--- src/rtl/pwm_xe_pkg.sv ---
// Package: shared types for the one-shot extra-edge PWM channel.
// Assumes nothing beyond the 2-bit direction code width.
package pwm_xe_pkg;

    // Direction qualifier for the extra edge in center-aligned mode.
    typedef enum logic [1:0] {
        XE_RISE = 2'd0,
        XE_FALL = 2'd1,
        XE_BOTH = 2'd2,
        XE_NONE = 2'd3
    } xe_mode_e;

    localparam int XE_MODE_W = 2;

endpackage

--- src/rtl/pwm_xe_counter.sv ---
// Module: channel counter.
// Counts 0..P and restarts (edge-aligned), or 0..P..1 and restarts
// (center-aligned). Flags the period start edge (wrap_o) one cycle before
// the counter reads zero. Assumes period may change at any time; a
// counter already above the period wraps (edge) or keeps descending (center).
module pwm_xe_counter #(
    parameter int CNT_W = 16
) (
    input  logic             clk,
    input  logic             rst_n,
    input  logic             align_center,
    input  logic [CNT_W-1:0] period,
    output logic [CNT_W-1:0] cnt_o,
    output logic             down_o,
    output logic             wrap_o
);
    localparam logic [CNT_W-1:0] ONE = CNT_W'(1);
    localparam logic [CNT_W-1:0] TWO = CNT_W'(2);

    logic [CNT_W-1:0] cnt_q, cnt_d;
    logic             down_q, down_d;

    // Next-state selection for count value, direction and period-start flag.
    always_comb begin
        cnt_d  = cnt_q + ONE;
        down_d = 1'b0;
        wrap_o = 1'b0;
        if (!align_center) begin
            if (cnt_q >= period) begin
                cnt_d  = '0;
                wrap_o = 1'b1;
            end
        end else if (down_q) begin
            if (cnt_q <= ONE) begin
                cnt_d  = '0;
                wrap_o = 1'b1;
            end else begin
                cnt_d  = cnt_q - ONE;
                down_d = 1'b1;
            end
        end else if (cnt_q >= period) begin
            if (period < TWO) begin
                cnt_d  = '0;
                wrap_o = 1'b1;
            end else begin
                cnt_d  = period - ONE;
                down_d = 1'b1;
            end
        end
    end

    // Counter and direction registers.
    always_ff @(posedge clk) begin
        if (!rst_n) begin
            cnt_q  <= '0;
            down_q <= 1'b0;
        end else begin
            cnt_q  <= cnt_d;
            down_q <= down_d;
        end
    end

    assign cnt_o  = cnt_q;
    assign down_o = down_q;

    AST_LEFT_RISING: assert property (@(posedge clk) disable iff (!rst_n)
        !align_center |=> !down_q);
    AST_CENTER_TURN: assert property (@(posedge clk) disable iff (!rst_n)
        (align_center && !down_q && cnt_q >= period && period >= TWO) |=> down_q);
    AST_WRAP_TO_ZERO: assert property (@(posedge clk) disable iff (!rst_n)
        wrap_o |=> (cnt_q == '0 && !down_q));

endmodule

--- src/rtl/pwm_xe_shadow.sv ---
// Module: holding buffer and working registers for the extra edge.
// A write fills the buffer and marks it pending; at the next period start
// the buffer moves into the working registers and load_o pulses so the
// one-shot arms. Assumes WORD_W >= CNT_W + 2; upper word bits are dropped.
module pwm_xe_shadow
    import pwm_xe_pkg::*;
#(
    parameter int CNT_W  = 16,
    parameter int WORD_W = 32
) (
    input  logic              clk,
    input  logic              rst_n,
    input  logic              wr_en,
    input  logic [WORD_W-1:0] wr_data,
    input  logic              wrap,
    output logic [CNT_W-1:0]  act_val,
    output xe_mode_e          act_mode,
    output logic              load_o
);
    localparam int MODE_LO = CNT_W;
    localparam int MODE_HI = CNT_W + XE_MODE_W - 1;

    logic [CNT_W-1:0] buf_val_q;
    xe_mode_e         buf_mode_q;
    logic             pend_q;
    logic             unused_hi;

    assign unused_hi = ^wr_data[WORD_W-1:MODE_HI+1];

    // Transfer happens only on a period start with a write outstanding.
    assign load_o = wrap && pend_q;

    // Holding buffer capture; the newest write always overwrites.
    always_ff @(posedge clk) begin
        if (!rst_n) begin
            buf_val_q  <= '0;
            buf_mode_q <= XE_RISE;
        end else if (wr_en) begin
            buf_val_q  <= wr_data[CNT_W-1:0];
            buf_mode_q <= xe_mode_e'(wr_data[MODE_HI:MODE_LO]);
        end
    end

    // Pending flag: set by a write, consumed at a period start.
    always_ff @(posedge clk) begin
        if (!rst_n)       pend_q <= 1'b0;
        else if (wr_en)   pend_q <= 1'b1;
        else if (wrap)    pend_q <= 1'b0;
    end

    // Working registers, updated only at a period start.
    always_ff @(posedge clk) begin
        if (!rst_n) begin
            act_val  <= '0;
            act_mode <= XE_RISE;
        end else if (load_o) begin
            act_val  <= buf_val_q;
            act_mode <= buf_mode_q;
        end
    end

    AST_PEND_AFTER_WRITE: assert property (@(posedge clk) disable iff (!rst_n)
        wr_en |=> pend_q);
    AST_ACTIVE_HELD: assert property (@(posedge clk) disable iff (!rst_n)
        !load_o |=> ($stable(act_val) && $stable(act_mode)));

endmodule

--- src/rtl/pwm_xe_oneshot.sv ---
// Module: direction-qualified one-shot compare and output stage.
// Arms on load, fires once on a value match in an allowed direction,
// and inverts the base duty waveform from the match cycle to the period
// start. Assumes the counter and its direction come from pwm_xe_counter.
module pwm_xe_oneshot
    import pwm_xe_pkg::*;
#(
    parameter int CNT_W = 16
) (
    input  logic             clk,
    input  logic             rst_n,
    input  logic             align_center,
    input  logic [CNT_W-1:0] cnt,
    input  logic             down,
    input  logic             wrap,
    input  logic             load,
    input  logic [CNT_W-1:0] act_val,
    input  xe_mode_e         act_mode,
    input  logic [CNT_W-1:0] duty,
    output logic             pwm_o
);
    logic armed_q;
    logic flip_q;
    logic dir_ok;
    logic fire;
    logic base;

    // Direction rule: edge-aligned ignores the code, center-aligned decodes it.
    always_comb begin
        if (!align_center) begin
            dir_ok = 1'b1;
        end else begin
            unique case (act_mode)
                XE_RISE: dir_ok = !down;
                XE_FALL: dir_ok = down;
                XE_BOTH: dir_ok = 1'b1;
                default: dir_ok = 1'b0;
            endcase
        end
    end

    // Match detection for the armed one-shot.
    assign fire = armed_q && (cnt == act_val) && dir_ok;

    // Arm state: load arms (and wins over a same-cycle fire), fire disarms.
    always_ff @(posedge clk) begin
        if (!rst_n)    armed_q <= 1'b0;
        else if (load) armed_q <= 1'b1;
        else if (fire) armed_q <= 1'b0;
    end

    // Inversion flag: cleared at period start, set by a fire.
    always_ff @(posedge clk) begin
        if (!rst_n)    flip_q <= 1'b0;
        else if (wrap) flip_q <= 1'b0;
        else if (fire) flip_q <= 1'b1;
    end

    // Output: duty comparison inverted from the match cycle onwards.
    assign base  = (cnt < duty);
    assign pwm_o = base ^ (flip_q | fire);

    AST_ARM_ON_LOAD: assert property (@(posedge clk) disable iff (!rst_n)
        $rose(armed_q) |-> $past(load));
    AST_SINGLE_SHOT: assert property (@(posedge clk) disable iff (!rst_n)
        (fire && !load) |=> !armed_q);
    AST_FLAG_CLEARED: assert property (@(posedge clk) disable iff (!rst_n)
        wrap |=> !flip_q);
    AST_RESERVED_SILENT: assert property (@(posedge clk) disable iff (!rst_n)
        (align_center && act_mode == XE_NONE) |-> !fire);
    AST_LEFT_ANY_MODE: assert property (@(posedge clk) disable iff (!rst_n)
        (!align_center && armed_q && cnt == act_val) |-> fire);

endmodule

--- src/rtl/pwm_extra_edge_ch.sv ---
// Module: top of the PWM channel with a one-shot extra edge.
// Ties the counter, the double-buffered edge registers and the one-shot
// output stage together. Assumes a host writes the update word through
// wr_en/wr_data and that the match value lies within 0..period.
module pwm_extra_edge_ch
    import pwm_xe_pkg::*;
#(
    parameter int CNT_W  = 16,
    parameter int WORD_W = 32
) (
    input  logic              clk,
    input  logic              rst_n,
    input  logic              align_center,
    input  logic [CNT_W-1:0]  period,
    input  logic [CNT_W-1:0]  duty,
    input  logic              wr_en,
    input  logic [WORD_W-1:0] wr_data,
    output logic              pwm_out,
    output logic [CNT_W-1:0]  cnt_value,
    output logic              cnt_down
);
    logic             wrap;
    logic             load;
    logic [CNT_W-1:0] act_val;
    xe_mode_e         act_mode;

    pwm_xe_counter #(.CNT_W(CNT_W)) u_cnt (
        .clk          (clk),
        .rst_n        (rst_n),
        .align_center (align_center),
        .period       (period),
        .cnt_o        (cnt_value),
        .down_o       (cnt_down),
        .wrap_o       (wrap)
    );

    pwm_xe_shadow #(.CNT_W(CNT_W), .WORD_W(WORD_W)) u_shadow (
        .clk      (clk),
        .rst_n    (rst_n),
        .wr_en    (wr_en),
        .wr_data  (wr_data),
        .wrap     (wrap),
        .act_val  (act_val),
        .act_mode (act_mode),
        .load_o   (load)
    );

    pwm_xe_oneshot #(.CNT_W(CNT_W)) u_shot (
        .clk          (clk),
        .rst_n        (rst_n),
        .align_center (align_center),
        .cnt          (cnt_value),
        .down         (cnt_down),
        .wrap         (wrap),
        .load         (load),
        .act_val      (act_val),
        .act_mode     (act_mode),
        .duty         (duty),
        .pwm_o        (pwm_out)
    );

endmodule

--- config.mk ---
export PLATFORM = sky130hd
export DESIGN_NAME = pwm_extra_edge_ch
export DESIGN_NICKNAME = d
export VERILOG_FILES = /design/src/rtl/pwm_xe_pkg.sv /design/src/rtl/pwm_xe_counter.sv /design/src/rtl/pwm_xe_shadow.sv /design/src/rtl/pwm_xe_oneshot.sv /design/src/rtl/pwm_extra_edge_ch.sv
export SDC_FILE = /design/constraint.sdc
export NUM_CORES = 1
export LEC_CHECK = 0
export BUFFER_PORTS_ARGS = -buffer_cell sky130_fd_sc_hd__buf_2
export CAP_MARGIN = 10
export CORE_MARGIN = 2
export CORE_UTILIZATION = 45
export DETAILED_ROUTE_END_ITERATION = 10
export PLACE_DENSITY = 0.67
export REMOVE_ABC_BUFFERS = 1
export SYNTH_ARGS = -nofsm -noshare
export SYNTH_HDL_FRONTEND = slang
export SYNTH_SLANG_ARGS = --single-unit
export TNS_END_PERCENT = 20
--- constraint.sdc ---
create_clock -name clk -period 2.7 [get_ports clk]
set_clock_uncertainty 0.15 [all_clocks]
set_input_delay 0.135 -clock clk [delete_from_list [all_inputs] [get_ports clk]]
set_output_delay 0.135 -clock clk [all_outputs]
set_load 0.05 [all_outputs]
==> flow_summary.yaml <==
layout:
  layout.cells.non_filler: 705
  multi_input_area_sq_um: 2790
  num_antenna_cells: 0
  drive_gt1_share_pct: 22.8
  area_growth_pct: 23.9
  num-nets-final: 699
  seqCellArea_sq_um: 1130
  nFillCells: 797
logic_synthesis:
  async_reset_ff_share_pct: 0
  synthCells: 494
  yosysTopAreaCellShare_pct: 27.4
  synth_area_sq_um: 4100
  ys_warn_count: 0
  synth_edf_count: 0
  yosysMostFrequentCell: "nand2_1"
  ys_seq_elements: 56
  ys_seq_area_share_pct: 27.4
  ys_types: 55
  synthTopCellsByCount: "nand2_1, dfxtp_1, inv_1, xnor2_1, mux2i_1"
  avgSynthCellArea_sq_um: 8.29
  synth-main-ff-cell: "dfxtp_1"
  synthTopCellsByArea: "dfxtp_1, ha_1, mux2i_1"
  synth_top_area_cell: "dfxtp_1"
clocking:
  cts_tree: "built"
  clk_latency_ns: 0.32
  path_clk_slew_ns: 0.11
  htree_levels: 2
  cts_buffers: 5
  cts_root_buf: "clkbuf_8"
  clockBufferDepth: 2
  clock-sinks: 56
global_routing:
  grt_pass1_vias: 3761
  antenna_found_initial: 0
  grt_max_degree: 55
  gr-usage-all-layers_pct: 22.8
  grt_pass1_wl_um: 18100
  grt_overflow: 0
flow_run:
  drv_cap: 0
floorplanning:
  pin_count: 86
  initial_utilization_pct: 46.7
  fp.dieW_um: 99.4
  placementRows: 34
  fp.dieH_um: 99.4
  dieArea_sq_um: 9880
  core_area_sq_um: 8760
route:
  routed_via_density: 5.47
  drtPass1Iterations: 4
  drtAntennaViolNets: 0
  wl_per_cell_um: 16.2
  vias: 3854
  drc: 0
  drtIter0Drc: 254
  drt-total-wl_um: 11400
placement:
  dp.cells: 678
  gp_congestion: 0.921
  portBuffers: 71
  pre_cts_ws_ns: -0.0475
  hpwl_um: 8570
sta:
  relSlewSlack_pct: 59.2
  hold_viol: 0
  setup_violations: 0
  clock.fmax_ghz: 0.383
  worst_slack_ns: 0.0863
  worst_pin_slew_ns: 0.607
  maxSlewViolCount: 0
  finalCritPeriodShare_pct: 96.8
  layout_min_cycle_time_ns: 2.61
  hold_slack_ns: 0.0105
worst_setup_path:
  required_ns: 2.41
  path_max_fanout: 2
  crit_arrival_ns: 2.33
  crit_path_end_kind: "primary output"
  ff2ff_setup_slack_ns: 0.10
  start_kind: "register"
  crit_type: "reg -> out"
pwr:
  vdd_drop_max_mv: 0.225
  power_leakage_uw: 0.00234
  p_per_area_nw_per_um2: 351
outcome:
  status: "complete, no violations"
worst_hold_path:
  worstHoldPathType: "in -> reg"
-- area by class of cell --
type / count / area share, %
clock buffer: 5 / 1.36
clock inverter: 3 / 0.444
inverter: 37 / 2.74
multi-input combinational: 373 / 54.9
sequential: 56 / 22.2
tap: 108 / 2.66
timing repair buffer: 123 / 15.7
-- where the power goes --
part | switching (uW) | total, uW | internal (uW)
combinational | 240 | 433 | 192
sequential | 16.3 | 866 | 850
clock | 297 | 484 | 187
-- layer usage --
| layer | vias up | routed length, um | track usage [%] | part of all wire, % |
|---|---|---|---|---|
| li1 | 1918 | - | - | - |
| met1 | 1773 | 4940 | 29.7 | 43 |
| met2 | 142 | 5370 | 38.8 | 47 |
| met3 | 21 | 839 | 3.23 | 7.3 |
| met4 | 0 | 293 | 7.59 | 2.6 |
| met5 | - | 0 | 0 | 0 |
-- worst max-delay path, stage by stage (launching register included) --
cell	delay, ns
dfxtp_2	0.35
buf_4	0.13
ha_1	0.26
nand4_1	0.12
o311ai_2	0.31
a211oi_2	0.12
buf_4	0.16
o21ai_4	0.13
xor2_1	0.20
buf_4	0.23
-- registers in the layout, summed over array words and instances (netlist names) --
name,cells
u_cnt.cnt_o,16
u_cnt.down_o,1
u_shadow.act_mode,2
u_shadow.act_val,16
u_shadow.buf_mode_q,2
u_shadow.buf_val_q,16
u_shadow.pend_q,1
u_shot.armed_q,1
u_shot.flip_q,1
-- worst paths after layout --
check                                      startpoint                   to  cells after the start
worst max-delay path                   u_cnt.cnt_o[3]              pwm_out                      9
worst min register to register  u_shadow.buf_val_q[6]  u_shadow.act_val[6]                      2
worst min-delay path                       period[10]      u_cnt.cnt_o[10]                      3
worst max register to register         u_cnt.cnt_o[0]       u_cnt.cnt_o[4]                      9
-- cell families after synthesis --
logic type	synth area share (%)
AO/OA/AOI/OAI	13.1
XOR/XNOR	12.2
adder cells (fa/ha/maj)	10.7
buffers and inverters	6.84
flip-flops	27.4
multiplexers	8.80
AND/OR/NAND/NOR	21.0
-- per-stage QoR --
stage	utilization (%)	area (sq um)	power [uW]	setup TNS [ns]
after global placement	53.5	4690	1260	0
after CTS	57.0	5000	1780	0
final	57.9	5070	1780	0
after detailed placement	53.5	4690	1270	-0.377
after global routing	57.9	5070	1880	-0.00762
after floorplan	-	3950	1120	-14.71
-- repair_timing --
action | in CTS | in global routing
endpoints found under the setup margin | 15 | 35
pin swaps | 2 | 2
gates resized for setup | 8 | 16
hold endpoints to repair | 18 | 0
setup buffers | 1 | 0
hold buffers | 18 | 0
-- placed cells by master (no fill, tap or decap), drive strengths merged, types with 16 or more instances in the layout --
cell type	synthesis	final
buf	7	105
dfxtp	56	56
dlygate4sd3	0	18
ha	35	35
inv	37	38
mux2i	36	36
nand2	62	62
nor2	21	21
nor2b	19	19
nor3	16	16
xnor2	37	37
xor2	20	20
(Power assumes the default switching activity.)
